**src/rtl/tu_pkg.sv**
```systemverilog
package tu_pkg;
  localparam logic [7:0] CMD_NOOP   = 8'h00;
  localparam logic [7:0] CMD_READ   = 8'h01;
  localparam logic [7:0] CMD_NOTIFY = 8'h02;
  localparam logic [6:0] HOST_ADDR  = 7'h08;
  localparam logic [7:0] NOTIFY_LEN = 8'd3;

  typedef struct packed {
    logic [7:0] cmd;
    logic [7:0] cfg_lo;
    logic [7:0] cfg_hi;
    logic [7:0] wait_n;
  } tu_frame_t;

  typedef enum logic [1:0] {ST_IDLE, ST_DELAY, ST_MASTER} tu_state_e;
endpackage

```
**src/rtl/tu_frame_rx.sv**
```systemverilog
module tu_frame_rx
  import tu_pkg::*;
(
  input  logic       clk,
  input  logic       rst_n,
  input  logic       start_i,
  input  logic       stop_i,
  input  logic       wr_valid_i,
  input  logic [7:0] wr_data_i,
  input  logic       busy_i,
  output logic       ack_o,
  output logic       accept_o,
  output tu_frame_t  frame_o
);
  logic [2:0] pos_q;
  logic       rej_q;
  logic [7:0] b0_q, b1_q, b2_q;
  logic       cmd_ok;

  assign cmd_ok   = (wr_data_i <= CMD_NOTIFY);
  assign ack_o    = wr_valid_i && !busy_i && !rej_q && (pos_q < 3'd4) &&
                    ((pos_q != 3'd0) || cmd_ok);
  assign accept_o = ack_o && (pos_q == 3'd3);
  assign frame_o  = '{cmd: b0_q, cfg_lo: b1_q, cfg_hi: b2_q, wait_n: wr_data_i};

  always_ff @(posedge clk or negedge rst_n) begin
    if (!rst_n) begin
      pos_q <= 3'd0;
      rej_q <= 1'b0;
      b0_q  <= 8'h00;
      b1_q  <= 8'h00;
      b2_q  <= 8'h00;
    end else if (start_i || stop_i) begin
      pos_q <= 3'd0;
      rej_q <= 1'b0;
    end else if (wr_valid_i) begin
      if (ack_o) begin
        pos_q <= pos_q + 3'd1;
        case (pos_q)
          3'd0:    b0_q <= wr_data_i;
          3'd1:    b1_q <= wr_data_i;
          3'd2:    b2_q <= wr_data_i;
          default: ;
        endcase
      end else begin
        rej_q <= 1'b1;
      end
    end
  end

  // once a byte was refused, nothing more is taken until START/STOP
  assert_reject_sticky_R3: assert property (@(posedge clk) disable iff (!rst_n)
    (rej_q && !start_i && !stop_i) |=> rej_q);
endmodule

```
**src/rtl/tu_delay.sv**
```systemverilog
module tu_delay #(
  parameter int TICK_CYCLES = 1000000
) (
  input  logic       clk,
  input  logic       rst_n,
  input  logic       load_i,
  input  logic [7:0] count_i,
  input  logic       run_i,
  output logic       done_o
);
  localparam int PW = (TICK_CYCLES > 1) ? $clog2(TICK_CYCLES) : 1;
  localparam logic [PW-1:0] PRE_MAX = PW'(TICK_CYCLES - 1);

  logic [PW-1:0] pre_q;
  logic [7:0]    rem_q;
  logic          tick;

  assign tick   = run_i && (pre_q == PRE_MAX);
  assign done_o = (rem_q == 8'd0);

  always_ff @(posedge clk or negedge rst_n) begin
    if (!rst_n) begin
      pre_q <= '0;
      rem_q <= 8'd0;
    end else if (load_i) begin
      pre_q <= '0;
      rem_q <= count_i;
    end else if (run_i) begin
      pre_q <= tick ? '0 : pre_q + 1'b1;
      if (tick && rem_q != 8'd0) rem_q <= rem_q - 8'd1;
    end
  end

  // the remaining unit count never grows except on a load
  assert_rem_monotonic_R6: assert property (@(posedge clk) disable iff (!rst_n)
    !load_i |=> rem_q <= $past(rem_q));
endmodule

```
**src/rtl/tu_master_req.sv**
```systemverilog
module tu_master_req
  import tu_pkg::*;
#(
  parameter logic [6:0] OWN_ADDR = 7'h30
) (
  input  logic        clk,
  input  logic        rst_n,
  input  logic        launch_i,
  input  tu_frame_t   frame_i,
  output logic        req_o,
  input  logic        ack_i,
  output logic        op_o,
  output logic [6:0]  addr_o,
  output logic [7:0]  count_o,
  output logic [23:0] tx_o,
  input  logic        done_i,
  input  logic        rx_valid_i,
  output logic [7:0]  rx_count_o,
  output logic        fin_o
);
  logic waiting_q;

  assign fin_o = waiting_q && done_i;

  always_ff @(posedge clk or negedge rst_n) begin
    if (!rst_n) begin
      req_o      <= 1'b0;
      waiting_q  <= 1'b0;
      op_o       <= 1'b0;
      addr_o     <= 7'h00;
      count_o    <= 8'h00;
      tx_o       <= 24'h0;
      rx_count_o <= 8'h00;
    end else if (launch_i) begin
      req_o      <= 1'b1;
      rx_count_o <= 8'h00;
      if (frame_i.cmd == CMD_NOTIFY) begin
        op_o    <= 1'b1;
        addr_o  <= HOST_ADDR;
        count_o <= NOTIFY_LEN;
        tx_o    <= {frame_i.cfg_hi, frame_i.cfg_lo, OWN_ADDR, 1'b0};
      end else begin
        op_o    <= 1'b0;
        addr_o  <= frame_i.cfg_lo[6:0];
        count_o <= frame_i.cfg_hi;
        tx_o    <= 24'h0;
      end
    end else begin
      if (req_o && ack_i) begin
        req_o     <= 1'b0;
        waiting_q <= 1'b1;
      end
      if (waiting_q && rx_valid_i && !op_o) rx_count_o <= rx_count_o + 8'd1;
      if (fin_o) waiting_q <= 1'b0;
    end
  end

  // descriptor held steady until accepted
  assert_req_hold_R9: assert property (@(posedge clk) disable iff (!rst_n)
    (req_o && !ack_i) |=> (req_o && $stable(addr_o) && $stable(count_o) &&
                           $stable(op_o) && $stable(tx_o)));
  // notify always goes to the host address with three bytes
  assert_notify_dest_R8: assert property (@(posedge clk) disable iff (!rst_n)
    (req_o && op_o) |-> (addr_o == HOST_ADDR && count_o == NOTIFY_LEN));
  // the counter only moves during a read transfer or on a new request
  assert_rx_quiet_R11: assert property (@(posedge clk) disable iff (!rst_n)
    (!waiting_q && !launch_i) |=> $stable(rx_count_o));
endmodule

```
**src/rtl/i2c_testunit_seq.sv**
```systemverilog
module i2c_testunit_seq
  import tu_pkg::*;
#(
  parameter logic [6:0] OWN_ADDR    = 7'h30,
  parameter logic [7:0] VERSION     = 8'h01,
  parameter int         TICK_CYCLES = 1000000
) (
  input  logic        clk,
  input  logic        rst_n,
  input  logic        tgt_start_i,
  input  logic        tgt_stop_i,
  input  logic        tgt_wr_valid_i,
  input  logic [7:0]  tgt_wr_data_i,
  output logic        tgt_ack_o,
  input  logic        tgt_rd_req_i,
  output logic [7:0]  tgt_rd_data_o,
  output logic        busy_o,
  output logic        mst_req_o,
  input  logic        mst_ack_i,
  output logic        mst_op_o,
  output logic [6:0]  mst_addr_o,
  output logic [7:0]  mst_count_o,
  output logic [23:0] mst_tx_o,
  input  logic        mst_done_i,
  input  logic        mst_rx_valid_i,
  output logic [7:0]  rx_count_o
);
  tu_state_e state_q;
  tu_frame_t frame_rx, frame_q;
  logic      accept, dly_done, launch, fin;

  assign busy_o        = (state_q != ST_IDLE);
  assign tgt_rd_data_o = tgt_rd_req_i ? VERSION : 8'h00;
  assign launch        = (state_q == ST_DELAY) && dly_done && (frame_q.cmd != CMD_NOOP);

  tu_frame_rx u_rx (
    .clk(clk), .rst_n(rst_n), .start_i(tgt_start_i), .stop_i(tgt_stop_i),
    .wr_valid_i(tgt_wr_valid_i), .wr_data_i(tgt_wr_data_i), .busy_i(busy_o),
    .ack_o(tgt_ack_o), .accept_o(accept), .frame_o(frame_rx)
  );

  tu_delay #(.TICK_CYCLES(TICK_CYCLES)) u_dly (
    .clk(clk), .rst_n(rst_n), .load_i(accept), .count_i(frame_rx.wait_n),
    .run_i(state_q == ST_DELAY), .done_o(dly_done)
  );

  tu_master_req #(.OWN_ADDR(OWN_ADDR)) u_mst (
    .clk(clk), .rst_n(rst_n), .launch_i(launch), .frame_i(frame_q),
    .req_o(mst_req_o), .ack_i(mst_ack_i), .op_o(mst_op_o), .addr_o(mst_addr_o),
    .count_o(mst_count_o), .tx_o(mst_tx_o), .done_i(mst_done_i),
    .rx_valid_i(mst_rx_valid_i), .rx_count_o(rx_count_o), .fin_o(fin)
  );

  always_ff @(posedge clk or negedge rst_n) begin
    if (!rst_n) begin
      state_q <= ST_IDLE;
      frame_q <= '0;
    end else begin
      case (state_q)
        ST_IDLE: if (accept) begin
          state_q <= ST_DELAY;
          frame_q <= frame_rx;
        end
        ST_DELAY: if (dly_done) state_q <= (frame_q.cmd == CMD_NOOP) ? ST_IDLE : ST_MASTER;
        ST_MASTER: if (fin) state_q <= ST_IDLE;
        default: state_q <= ST_IDLE;
      endcase
    end
  end

  // busy refuses every byte
  assert_busy_nack_R4: assert property (@(posedge clk) disable iff (!rst_n)
    (busy_o && tgt_wr_valid_i) |-> !tgt_ack_o);
  // a request only exists inside a busy period
  assert_req_in_busy_R4: assert property (@(posedge clk) disable iff (!rst_n)
    mst_req_o |-> busy_o);
  // a no-op never reaches the master port
  assert_noop_silent_R10: assert property (@(posedge clk) disable iff (!rst_n)
    mst_req_o |-> (frame_q.cmd == CMD_READ || frame_q.cmd == CMD_NOTIFY));
endmodule

```
**config.mk**
```make
export PLATFORM = sky130hd
export DESIGN_NAME = i2c_testunit_seq
export DESIGN_NICKNAME = d
export VERILOG_FILES = /design/src/rtl/tu_pkg.sv /design/src/rtl/tu_frame_rx.sv /design/src/rtl/tu_delay.sv /design/src/rtl/tu_master_req.sv /design/src/rtl/i2c_testunit_seq.sv
export SDC_FILE = /design/constraint.sdc
export NUM_CORES = 1
export LEC_CHECK = 0
export BUFFER_PORTS_ARGS = -buffer_cell sky130_fd_sc_hd__buf_2
export CAP_MARGIN = 20
export CORE_MARGIN = 2
export CORE_UTILIZATION = 40
export DETAILED_ROUTE_END_ITERATION = 6
export GPL_ROUTABILITY_DRIVEN = 0
export PLACE_DENSITY = 0.58
export SLEW_MARGIN = 20
export SYNTH_ARGS = -nofsm -noshare
export SYNTH_HDL_FRONTEND = slang
export SYNTH_SLANG_ARGS = --single-unit
```
**constraint.sdc**
```tcl
create_clock -name clk -period 2.3 [get_ports clk]
set_clock_uncertainty 0.2 [all_clocks]
set_input_delay 0.345 -clock clk [delete_from_list [all_inputs] [get_ports clk]]
set_output_delay 0.345 -clock clk [all_outputs]
set_load 0.1 [all_outputs]
```
# Word level (Yosys, flattened, before mapping)
# Cells that the tools add are included.
[totals]
output_inout_bits = 59
regBits = 132
wordCells = 107
inputBits = 17
[op_classes]
n_eq_ne = 11
muxes = 28
n_addsub = 4
n_lt_le_gt_ge = 2
n_reduce_logical = 42
bitwise = 2
[ops]
columns = ["op", "count"]
rows = [
  ["2-to-1 mux 20 bit", 3],
  ["2-to-1 mux 8 bit", 6],
  ["2-to-1 mux 24 bit", 1],
  ["adder 20 x 1 -> 20 bit, second input constant", 1],
  ["equality test 20 bit, second input constant", 1],
  ["zero test 8 bit", 2],
  ["nonzero test 2 bit", 8],
  ["nonzero test 8 bit", 2],
  ["logical AND 1 bit", 13],
  ["AND reduction 4 bit", 3],
  ["AND reduction 2 bit", 5],
  ["2-to-1 mux 1 bit", 9],
  ["2-to-1 mux 3 bit", 3],
  ["adder 8 x 1 -> 8 bit, second input constant", 1],
  ["equality test 8 x 2 -> 1 bit, second input constant", 1],
  ["less-or-equal comparator 8 x 2 -> 1 bit, second input constant", 1],
  ["2-to-1 mux 2 bit", 4],
  ["inequality test 2 bit, second input constant", 4],
  ["subtractor 8 x 1 -> 8 bit, second input constant", 1],
  ["2-to-1 mux 7 bit", 1],
  ["equality test 3 x 2 -> 1 bit, second input constant", 2],
  ["one-hot mux 2 bit (3 select lines)", 1],
  ["adder 3 x 1 -> 3 bit, second input constant", 1],
  ["equality test 3 x 1 -> 1 bit, second input constant", 1],
  ["other kinds (10)", 14],
]

# Logic depth before layout (Yosys ltp)
# Gate-level depths: netlist of run 1.
[depth]
word_depth = 9
depth_mapped = 8
ltp_nobuf = 6

# Hierarchy
# From an unflattened synthesis of run 1, not the netlist that was laid out.
[unflattened]
cells_unflattened = 507
area_unflattened_um2 = 6208.5
[modules_own_cells]
columns = ["mod", "n_inst", "seq_area_each_um2", "cells_per_inst", "area_each_um2"]
rows = [
  ["tu_master_req", 1, 1051.0, 152, 1789.2],
  ["tu_delay", 1, 700.7, 170, 1615.3],
  ["i2c_testunit_seq", 1, 850.8, 90, 1532.7],
  ["tu_frame_rx", 1, 700.7, 95, 1271.2],
]

# Worst setup path after synthesis of run 1
# No wires, ideal clock.
[synth_path]
path_type = "register to register"
start = "register u_rx.pos_q[0]"
end = "register u_rx.b1_q[0]"
n_path_buf = 0
setup_ns = 0.125
slack_ns = -0.684
arrival_ns = 2.660
period_less_slack_ns = 2.984
required_time_ns = 1.975
path_stages_with_launch = 7
cell_sequence = "dfrtp_1 inv_1 ha_1 a21boi_0 nor2_2 nand3_1 mux2_2"
[synth_between]
elab_chain_cells = 4
elab_cells_between_ends = 7
cone_classes = "order compare: 1; eq/ne: 1; reduce/logical: 5"
[synth_rtl]
columns = ["element", "line_no", "rtl"]
rows = [
  ["from (decl)", "tu_frame_rx.sv:15", "logic [2:0] pos_q;"],
  ["from (signal assigned)", "tu_frame_rx.sv:38", "pos_q <= pos_q + 3'd1;"],
  ["less-than comparator 3 bit / nonzero test 3 bit (equally long branches)", "tu_frame_rx.sv:21, tu_frame_rx.sv:22", ""],
  ["logical AND 1 bit / logical OR 1 bit (equally long branches)", "tu_frame_rx.sv:21, tu_frame_rx.sv:22", ""],
  ["logical AND 1 bit *", "tu_frame_rx.sv:21", "assign ack_o = wr_valid_i && !busy_i && !rej_q && (pos_q < 3'd4) &&"],
  ["via tgt_ack_o", "i2c_testunit_seq.sv:14", "output logic tgt_ack_o,"],
  ["AND reduction 4 bit (no line) *", "--", ""],
  ["to (signal assigned)", "tu_frame_rx.sv:41", "3'd1: b1_q <= wr_data_i;"],
  ["to (decl)", "tu_frame_rx.sv:17", "logic [7:0] b0_q, b1_q, b2_q;"],
]
# The timed path passes the listed nets; every way through them passes the cells marked *.
# A chain may end at the register's enable or synchronous reset.

# Final worst setup path of run 1
[layout_path]
start = "register u_dly.rem_q[2]"
end = "register u_mst.count_o[1]"
[layout_between]
elab_chain_cells = 3
[layout_rtl]
columns = ["element", "line_no", "rtl"]
rows = [
  ["from (decl)", "tu_delay.sv:15", "logic [7:0] rem_q;"],
  ["from (signal assigned)", "tu_delay.sv:27", "rem_q <= count_i;"],
  ["from (signal assigned)", "tu_delay.sv:30", "if (tick && rem_q != 8'd0) rem_q <= rem_q - 8'd1;"],
  ["zero test 8 bit", "tu_delay.sv:19", "assign done_o = (rem_q == 8'd0);"],
  ["logical AND 1 bit (2 in a row)", "i2c_testunit_seq.sv:34", "assign launch = (state_q == ST_DELAY) && dly_done && (frame_q.cmd != CMD_NOOP);"],
  ["to (signal assigned)", "tu_master_req.sv:45", "count_o <= frame_i.cfg_hi;"],
  ["to (decl)", "tu_master_req.sv:14", "output logic [7:0] count_o,"],
]
# Every way passes these cells.

==> reports/qor.yml, run 1 <==
yosys:
  ys_ff_latch: 124
  synth.distinct_cells: 49
  synth_edf_count: 0
  seq_area_frac_synth_pct: 54.73
  synth_cells: 582
  avgSynthCellArea_um2: 9.741
  syn_area_mm2: 0.005669
  synth-warning-count: 0
  synth_flop_cell: "dfrtp_1"
  async_reset_ff_share_pct: 100.0
timing:
  hold_viol_final: 0
  finalSetupViolCount: 0
  worstMarginPinSlew_ns: 0.6041
  finalWorstPathRequiredPeriod_ns: 2.281
  slew_viol_final: 0
  fin_crit_sh_pct: 99.17
  rsz0062_at_grt: "yes"
  maxSlewHeadroom_pct: 59.35
  fin_tns_setup_ns: 0
  max_freq_ghz: 0.4384
layout:
  nets: 710
  diodes: 0
  drive_above_1_share_pct: 26.36
  area_growth_pct: 27.21
  post-route-cell-area_mm2: 0.007212
routing:
  drc_errors: 0
  avgViaCountPerCell: 5.106
  wirelength_um: 13680
  vias: 4483
  initialDrtViolationCount: 358
  wl_per_cell_um: 15.58
  dr.pass1.iters: 4
  antenna_left: 0
clocking:
  clk_latency_ns: 0.41
  cts_root_buf: "clkbuf_16"
  numCtsBuffers: 17
  clk_path_buf_depth: 2
  cts_tree: "done"
  cts.sinks: 124
  clk_pin_slew_worst_paths_ns: 0.06
  cts_max_level: 4
setup_path:
  worst_setup_path_end_kind: "register"
  criticalPathCategory: "register to register"
  cp_max_fo: 33
  r2r_slack_ns: 0.02
  start_kind: "register"
  worstPathRequired_ns: 2.40
  arrival_ns: 2.38
  crit_chain: "or4_4 > nor4b_4 > buf_6 > nand2_2 > buf_12 > nor3_1 > nor2_1"
  crit_slowest_cell: "or4_4"
  cp_slowest_stage_delay_ns: 0.57
floorplan:
  die_h_um: 123.1
  start_util_pct: 40.84
  ios: 76
  coreArea_mm2: 0.01388
  die-width_um: 123.1
  die_area_mm2: 0.01514
  row_count: 43
placed_design:
  placedInstanceArea_mm2: 0.006367
  hpwlAfterDp_um: 9072
  port_buffers: 60
global_routing:
  grt_overflow: 0
  antenna_found_initial: 0
  grt_max_degree: 67
  grt_use_total_pct: 19.30
  grt_pass1_wl_um: 22560
  grt_pass1_vias: 4479
pwr:
  power-per-cell-area_mw_per_mm2: 779.4
  power_leakage_uw: 0.003677
  ir_drop_uv: 443.7
worst_hold_path:
  hold_class: "primary input to register"
run:
  maxCapViolations: 0
run_status:
  outcome: "finished, final reports clean"
[cell usage after synthesis (5+ instances only)]
master,count,area (um^2)
dfrtp_1,124,3103
nand2_1,150,563.0
o21ai_0,22,110.1
xor2_1,6,52.55
inv_1,7,26.28
mux2_2,20,225.2
or3_1,12,75.07
nor4_1,7,43.79
nor2_1,26,97.59
ha_1,8,100.1
nand4_1,6,37.54
a21oi_1,24,120.1
and2_1,8,50.05
or4_1,5,37.54
clkbuf_1,18,67.56
xnor2_1,12,105.1
buf_4,16,120.1
nand3_1,44,220.2
nor3_1,15,75.07
[critical path: cells and delay by family, from the launching register on]
family / cells / cell delay (ns)
buf+inv: 2 / 0.36
flops: 1 / 0.38
simple gates: 5 / 1.22
[through the flow]
stage	setup slack, ns	cells	util (%)	hold WS, ns	power [uW]
floorplan	-0.1103	594	-	-0.1506	2699
global placement	0.04018	829	45.87	0.1269	2804
detailed placement	-0.003210	829	45.87	0.1305	2817
CTS	0.009651	870	51.14	0.001429	5689
global route	-0.04511	878	51.96	0.01533	5823
finish	0.01902	878	51.96	0.01445	5621
[where the power goes]
part	switching [uW]	total [uW]	internal [uW]
clock	988	2840	1850
sequential	40.2	2260	2220
combinational	436	526	89.7
total	1460	5620	4160
[flip-flops by register name, summed over array words and instances, names as in the netlist, 3 cells and up]
register,count
frame_q,24
u_dly.pre_q,20
u_mst.tx_o,17
u_dly.rem_q,8
u_mst.count_o,8
u_mst.rx_count_o,8
u_rx.b0_q,8
u_rx.b1_q,8
u_rx.b2_q,8
u_mst.addr_o,7
u_rx.pos_q,3
[metal layers]
layer  wire length (um)  GRT usage, %  vias up
li1                   -             -     2187
met1               6375         25.23     2175
met2               6508         30.94      104
met3                582         4.428       17
met4                216         8.097        0
met5                  0             0        -
[path summary, 6_finish.rpt]
kind | start | cells past startpoint | endpoint
max in group asynchronous | rst_n | 3 | u_mst.rx_count_o[4]
max | u_dly.rem_q[2] | 7 | u_mst.count_o[1]
min reg2reg | u_mst.tx_o[8] | 2 | u_mst.tx_o[8]
min in group asynchronous | rst_n | 2 | u_rx.pos_q[2]
max reg2reg | u_dly.rem_q[2] | 7 | u_mst.count_o[1]
min | tgt_wr_data_i[4] | 3 | u_dly.rem_q[4]
[logic make-up after synthesis]
| group | Yosys count | synth area share (%) |
|---|---|---|
| AOI/OAI and AO/OA | 61 | 6.202 |
| xor gates and xnor gates | 18 | 2.781 |
| adders and majority gates | 8 | 1.766 |
| buffers and inverters | 47 | 4.524 |
| DFF | 124 | 54.73 |
| muxes | 22 | 4.326 |
| other | 1 | 0.06615 |
| and+or+nand+nor | 301 | 25.60 |
[final cells by class]
cell class              count  area [um^2]
well taps                 180        225.2
multi-input cells         426         2466
clock buffers              19        442.9
repair buffers            109        758.2
inverters                   7        26.28
flip-flops and latches    124         3105
fillers                  1274         6669
clock inverters            13        187.7
[timing repair]
item	CTS	global route
gates resized for setup	4	13
endpoints found under the setup margin	1	42
pin swaps	1	6
buffers inserted	4	5
endpoints found under the hold margin	36	0
cloned	0	3
hold buffers	6	0
[cells in the final DEF, fill, tap and decap left out, types with 3 or more instances in the layout]
cell           count
a21oi_1           24
a32oi_1            4
and2_1             8
and3_1             3
and4_1             4
buf_12             5
buf_2             58
buf_4             38
bufinv_16          4
clkbuf_16         17
clkinvlp_4         3
conb_1            13
dfrtp_1          122
dlygate4sd3_1      6
ha_1               6
inv_1              7
inv_6              3
mux2_2            20
nand2_1          149
nand3_1           42
nand4_1            6
nor2_1            26
nor3_1            12
nor3_2             3
nor4_1             5
nor4_2             4
o21ai_0           21
or3_1             12
or4_1              4
xnor2_1           12
xor2_1             6
Power figures use the tool's default switching activity.
==> run 2: changes to the inputs <==
- SETUP_SLACK_MARGIN: unset -> 0.1
==> reports/qor.yml, run 2 (synthesis gave the netlist of run 1 again) <==
global_routing:
  grt_pass1_vias: 4416
  grt_pass1_wl_um: 22280
  grt_use_total_pct: 19.31
  antenna_found_initial: 0
  grt_max_degree: 66
  grt_overflow: 0
timing:
  finalWorstPathRequiredPeriod_ns: 2.245
  max_freq_ghz: 0.4455
  hold_viol_final: 0
  finalSetupViolCount: 0
  worstMarginPinSlew_ns: 0.5143
  slew_viol_final: 0
  maxSlewHeadroom_pct: 65.40
  fin_crit_sh_pct: 97.60
  hold_ws_ns: 0.005672
  rsz0062_at_grt: "yes"
layout:
  finalNonFillerCells: 894
  post-route-cell-area_mm2: 0.007559
  final_util_pct: 54.45
  final_cell_mix: "nand2_1, dfrtp_1, buf_2"
  diodes: 0
  multi_input_area_mm2: 0.002623
  ff_latch_area_mm2: 0.003107
  drive_above_1_share_pct: 31.65
  fillCellCount: 1240
  top_regs: "frame_q (24), u_dly.pre_q (20), u_mst.tx_o (17)"
  area_growth_pct: 33.33
  largest-register: "frame_q"
  mostFrequentLayoutCell: "nand2_1"
  largest_reg_flops: 24
  nets: 726
pwr:
  seqPwrFrac_pct: 40.6
  p_clk_share_pct: 50.0
  combPwrFrac_pct: 9.5
  power_leakage_uw: 0.003792
  p_sw_uw: 1535
  ir_drop_uv: 504.4
  power-per-cell-area_mw_per_mm2: 736.5
  sw_frac_of_total_pct: 27.58
  internal_power_uw: 4032
setup_path:
  criticalPathCategory: "register to register"
  worst_setup_path_end_kind: "register"
  crit_chain: "or4_4 > nor4b_4 > buf_4 > buf_6 > nor3_2 > mux2_2 > o21ai_2"
  crit_slowest_cell: "or4_4"
  arrival_ns: 2.40
  start_kind: "register"
  cp_max_fo: 8
  cp_slowest_stage_delay_ns: 0.56
  crit_buf_inv: 2
  cpLargestDelayFamily: "simple AND/OR/NAND/NOR gates"
  worstPathRequired_ns: 2.45
worst_hold_path:
  hold_class: "primary input to register"
clocking:
  cts_root_buf: "clkbuf_16"
  cts_tree: "done"
  clk_latency_ns: 0.42
  clk_path_buf_depth: 2
  cts.sinks: 124
  numCtsBuffers: 17
  cts_max_level: 4
  clk_pin_slew_worst_paths_ns: 0.06
floorplan:
  ios: 76
  die_area_mm2: 0.01514
  coreArea_mm2: 0.01388
  start_util_pct: 40.84
  row_count: 43
  die_h_um: 123.1
  die-width_um: 123.1
routing:
  wirelength_um: 14240
  initialDrtViolationCount: 289
  antenna_left: 0
  avgViaCountPerCell: 5.189
  wl_per_cell_um: 15.93
  dr.pass1.iters: 5
  drc_errors: 0
  vias: 4639
run_status:
  outcome: "finished, final reports clean"
placed_design:
  port_buffers: 60
  place_inst: 831
  hpwlAfterDp_um: 8347
  placedInstanceArea_mm2: 0.006442
run:
  maxCapViolations: 0
run 2: through the flow:
stage                     power, uW  TNS (ns)  setup slack (ns)
final                          5567         0           0.05518
after global routing           5736  -0.02239          -0.01694
after CTS                      5607         0           0.01372
after detailed placement       2820         0         0.0002991
after global placement         2811         0           0.07983
after floorplan                2703   -0.7194          -0.09437
run 2: final cells by class:
| cell class | count | share of cell area, % |
|---|---|---|
| Clock inverter | 15 | 2.516 |
| Timing Repair Buffer | 123 | 12.73 |
| Multi-Input combinational cell | 428 | 34.70 |
| Inverter | 7 | 0.3476 |
| Sequential cell | 124 | 41.10 |
| Clock buffer | 17 | 5.628 |
| Tap cell | 180 | 2.980 |
run 2: path summary, 6_finish.rpt:
check                                 start          endpoint  slack (ns)  cells past startpoint
max                          u_dly.rem_q[3]    u_dly.rem_q[1]        0.06                      7
max reg2reg                  u_dly.rem_q[3]    u_dly.rem_q[1]        0.06                      7
min                        tgt_wr_data_i[2]    u_dly.rem_q[2]       0.006                      3
max in group asynchronous             rst_n        state_q[0]        1.29                      3
min in group asynchronous             rst_n  u_mst.count_o[6]        0.27                      3
min reg2reg                    u_rx.b2_q[1]        frame_q[9]        0.26                      2
run 2: tightest hold or removal path, stage by stage:
cell and delay, ns:
buf_2 0.14, nand2_1 0.06, o21ai_1 0.05
run 2: routing by layer:
layer | global-route usage [%] | wire length, um | vias to the layer above
li1 | - | - | 2229
met1 | 25.88 | 6540 | 2267
met2 | 30.84 | 6800 | 112
met3 | 3.782 | 571 | 31
met4 | 7.884 | 332 | 0
met5 | 0 | 0 | -
run 2: power by group through the flow:
stage | clock network [uW] | logic [uW] | registers [uW]
after floorplan | 0 | 189 | 2510
after global placement | 0 | 516 | 2290
after detailed placement | 0 | 524 | 2300
after CTS | 2820 | 532 | 2260
after global routing | 2910 | 562 | 2260
final | 2780 | 528 | 2260
run 2: what timing repair did:
item	in CTS	in global routing
endpoints found under the setup margin	44	45
hold buffers	5	0
setup buffers	6	10
endpoints found under the hold margin	128	0
resized for setup	12	44
pin swaps	7	20
cloned	5	5
==> run 3: changes to the inputs <==
- REMOVE_ABC_BUFFERS: unset -> 1
==> reports/qor.yml, run 3 (synthesis gave the netlist of run 1 again) <==
worst_hold_path:
  hp-start: "tgt_wr_data_i[6]"
  hold_class: "primary input to register"
  hold_end: "u_dly.rem_q[6]"
  hold_path_depth: 3
routing:
  avgViaCountPerCell: 5.215
  drc_errors: 0
  vias: 4735
  initialDrtViolationCount: 340
  wl_per_cell_um: 16.15
  wirelength_um: 14660
  dr.pass1.iters: 5
  antenna_left: 0
clocking:
  cts_tree: "done"
  cts_max_level: 4
  numCtsBuffers: 17
  cts.sinks: 124
  clk_pin_slew_worst_paths_ns: 0.05
  cts_root_buf: "clkbuf_16"
  clk_path_buf_depth: 2
  clk_latency_ns: 0.42
floorplan:
  die_area_mm2: 0.01514
  start_util_pct: 40.84
  die-width_um: 123.1
  row_count: 43
  ios: 76
  die_h_um: 123.1
  coreArea_mm2: 0.01388
setup_path:
  worstPathRequired_ns: 2.45
  r2r_cells: 7
  crit_slowest_cell: "or4_4"
  r2r-end: "u_dly.rem_q[1]"
  cp_max_fo: 8
  cpLargestDelayFamily: "simple AND/OR/NAND/NOR gates"
  cp_slowest_stage_delay_ns: 0.57
  r2r_slack_ns: 0.006
  criticalPathCategory: "register to register"
  worst_setup_path_end_kind: "register"
  crit_buf_inv: 2
  crit_chain: "or4_4 > nor4b_4 > buf_6 > buf_12 > nor3_4 > mux2_2 > o21ai_2"
  r2r_start: "u_dly.rem_q[3]"
  start_kind: "register"
  cp-startpoint: "u_dly.rem_q[3]"
  arrival_ns: 2.44
layout:
  nets: 742
  ff_latch_area_mm2: 0.003108
  diodes: 0
  largest_reg_flops: 24
  final_cell_mix: "dfrtp_1, nand2_1, buf_2"
  mostFrequentLayoutCell: "dfrtp_1"
  area_growth_pct: 38.49
  top_regs: "frame_q (24), u_dly.pre_q (20), u_mst.tx_o (17)"
  drive_above_1_share_pct: 38.46
  largest-register: "frame_q"
  multi_input_area_mm2: 0.002818
  final_util_pct: 56.56
  fillCellCount: 1195
timing:
  hold_ws_ns: 0.01560
  finalSetupViolCount: 0
  rsz0062_at_grt: "yes"
  hold_viol_final: 0
  max_freq_ghz: 0.4360
  fin_crit_sh_pct: 99.73
  worstMarginPinSlew_ns: 0.5373
  finalWorstPathRequiredPeriod_ns: 2.294
  maxSlewHeadroom_pct: 64.18
  slew_viol_final: 0
global_routing:
  antenna_found_initial: 0
  grt_pass1_vias: 4505
  grt_use_total_pct: 18.99
  grt_overflow: 0
  use_met3_pct: 4.059
  busiest_layer: "met2"
  grt_use_met1_pct: 25.33
  grt_max_degree: 57
  grt_pass1_wl_um: 22180
  grtUsageMet2_pct: 29.83
placed_design:
  port_buffers: 60
  hpwlAfterDp_um: 8454
pwr:
  power_leakage_uw: 0.003889
  ir_drop_uv: 447.4
  power-per-cell-area_mw_per_mm2: 665.4
run:
  maxCapViolations: 0
run_status:
  outcome: "finished, final reports clean"
## run 3: what timing repair did
action	CTS	global route
resized for setup	12	124
gates cloned	3	8
setup buffers	10	13
endpoints found under the setup margin	23	65
pin swaps	5	60
hold buffers	5	0
hold endpoints to repair	41	0
## run 3: worst max-delay path by stage
stage,end,slack [ns],depth (start not counted)
finish,u_dly.rem_q[1],0.006,7
global route,u_dly.rem_q[1],-0.07,7
CTS,tgt_ack_o,0.03,5
detailed placement,u_dly.rem_q[3],-0.008,9
global placement,u_dly.rem_q[3],0.04,9
floorplan,u_dly.rem_q[0],-2.05,3
## run 3: per-stage QoR
step	total power [uW]	TNS, ns	worst slack, ns	area (um^2)	cells
5_1_grt	5402	-0.3608	-0.06765	7851	908
3_3_place_gp	2805	0	0.03562	6432	839
3_5_place_dp	2814	-0.008080	-0.008080	6432	839
6_report	5225	0	0.006164	7851	908
2_1_floorplan	2671	-107.50	-2.052	5484	554
4_1_cts	5263	0	0.02842	7203	887
## run 3: layout make-up
type	instances	share of cell area (%)
tap	180	2.869
sequential	124	39.59
timing repair buffer	138	14.52
multi-input combinational	429	35.89
clock buffer	22	5.912
clock inverter	8	0.8924
inverter	7	0.3347
## run 3: worst min-delay path, cell delays in order
cell	delay (ns)
buf_2	0.14
nand2_1	0.06
o21ai_1	0.05
## run 3: power breakdown
part | internal (uW) | switching, uW
sequential | 2220 | 40.9
clock | 1520 | 913
combinational | 98.6 | 436
## run 3: routing by layer
layer  up-vias  part of all wire [%]
met4         0                   2.4
met2       147                    49
li1       2257                     -
met1      2302                    44
met5         -                     0
met3        29                   4.8
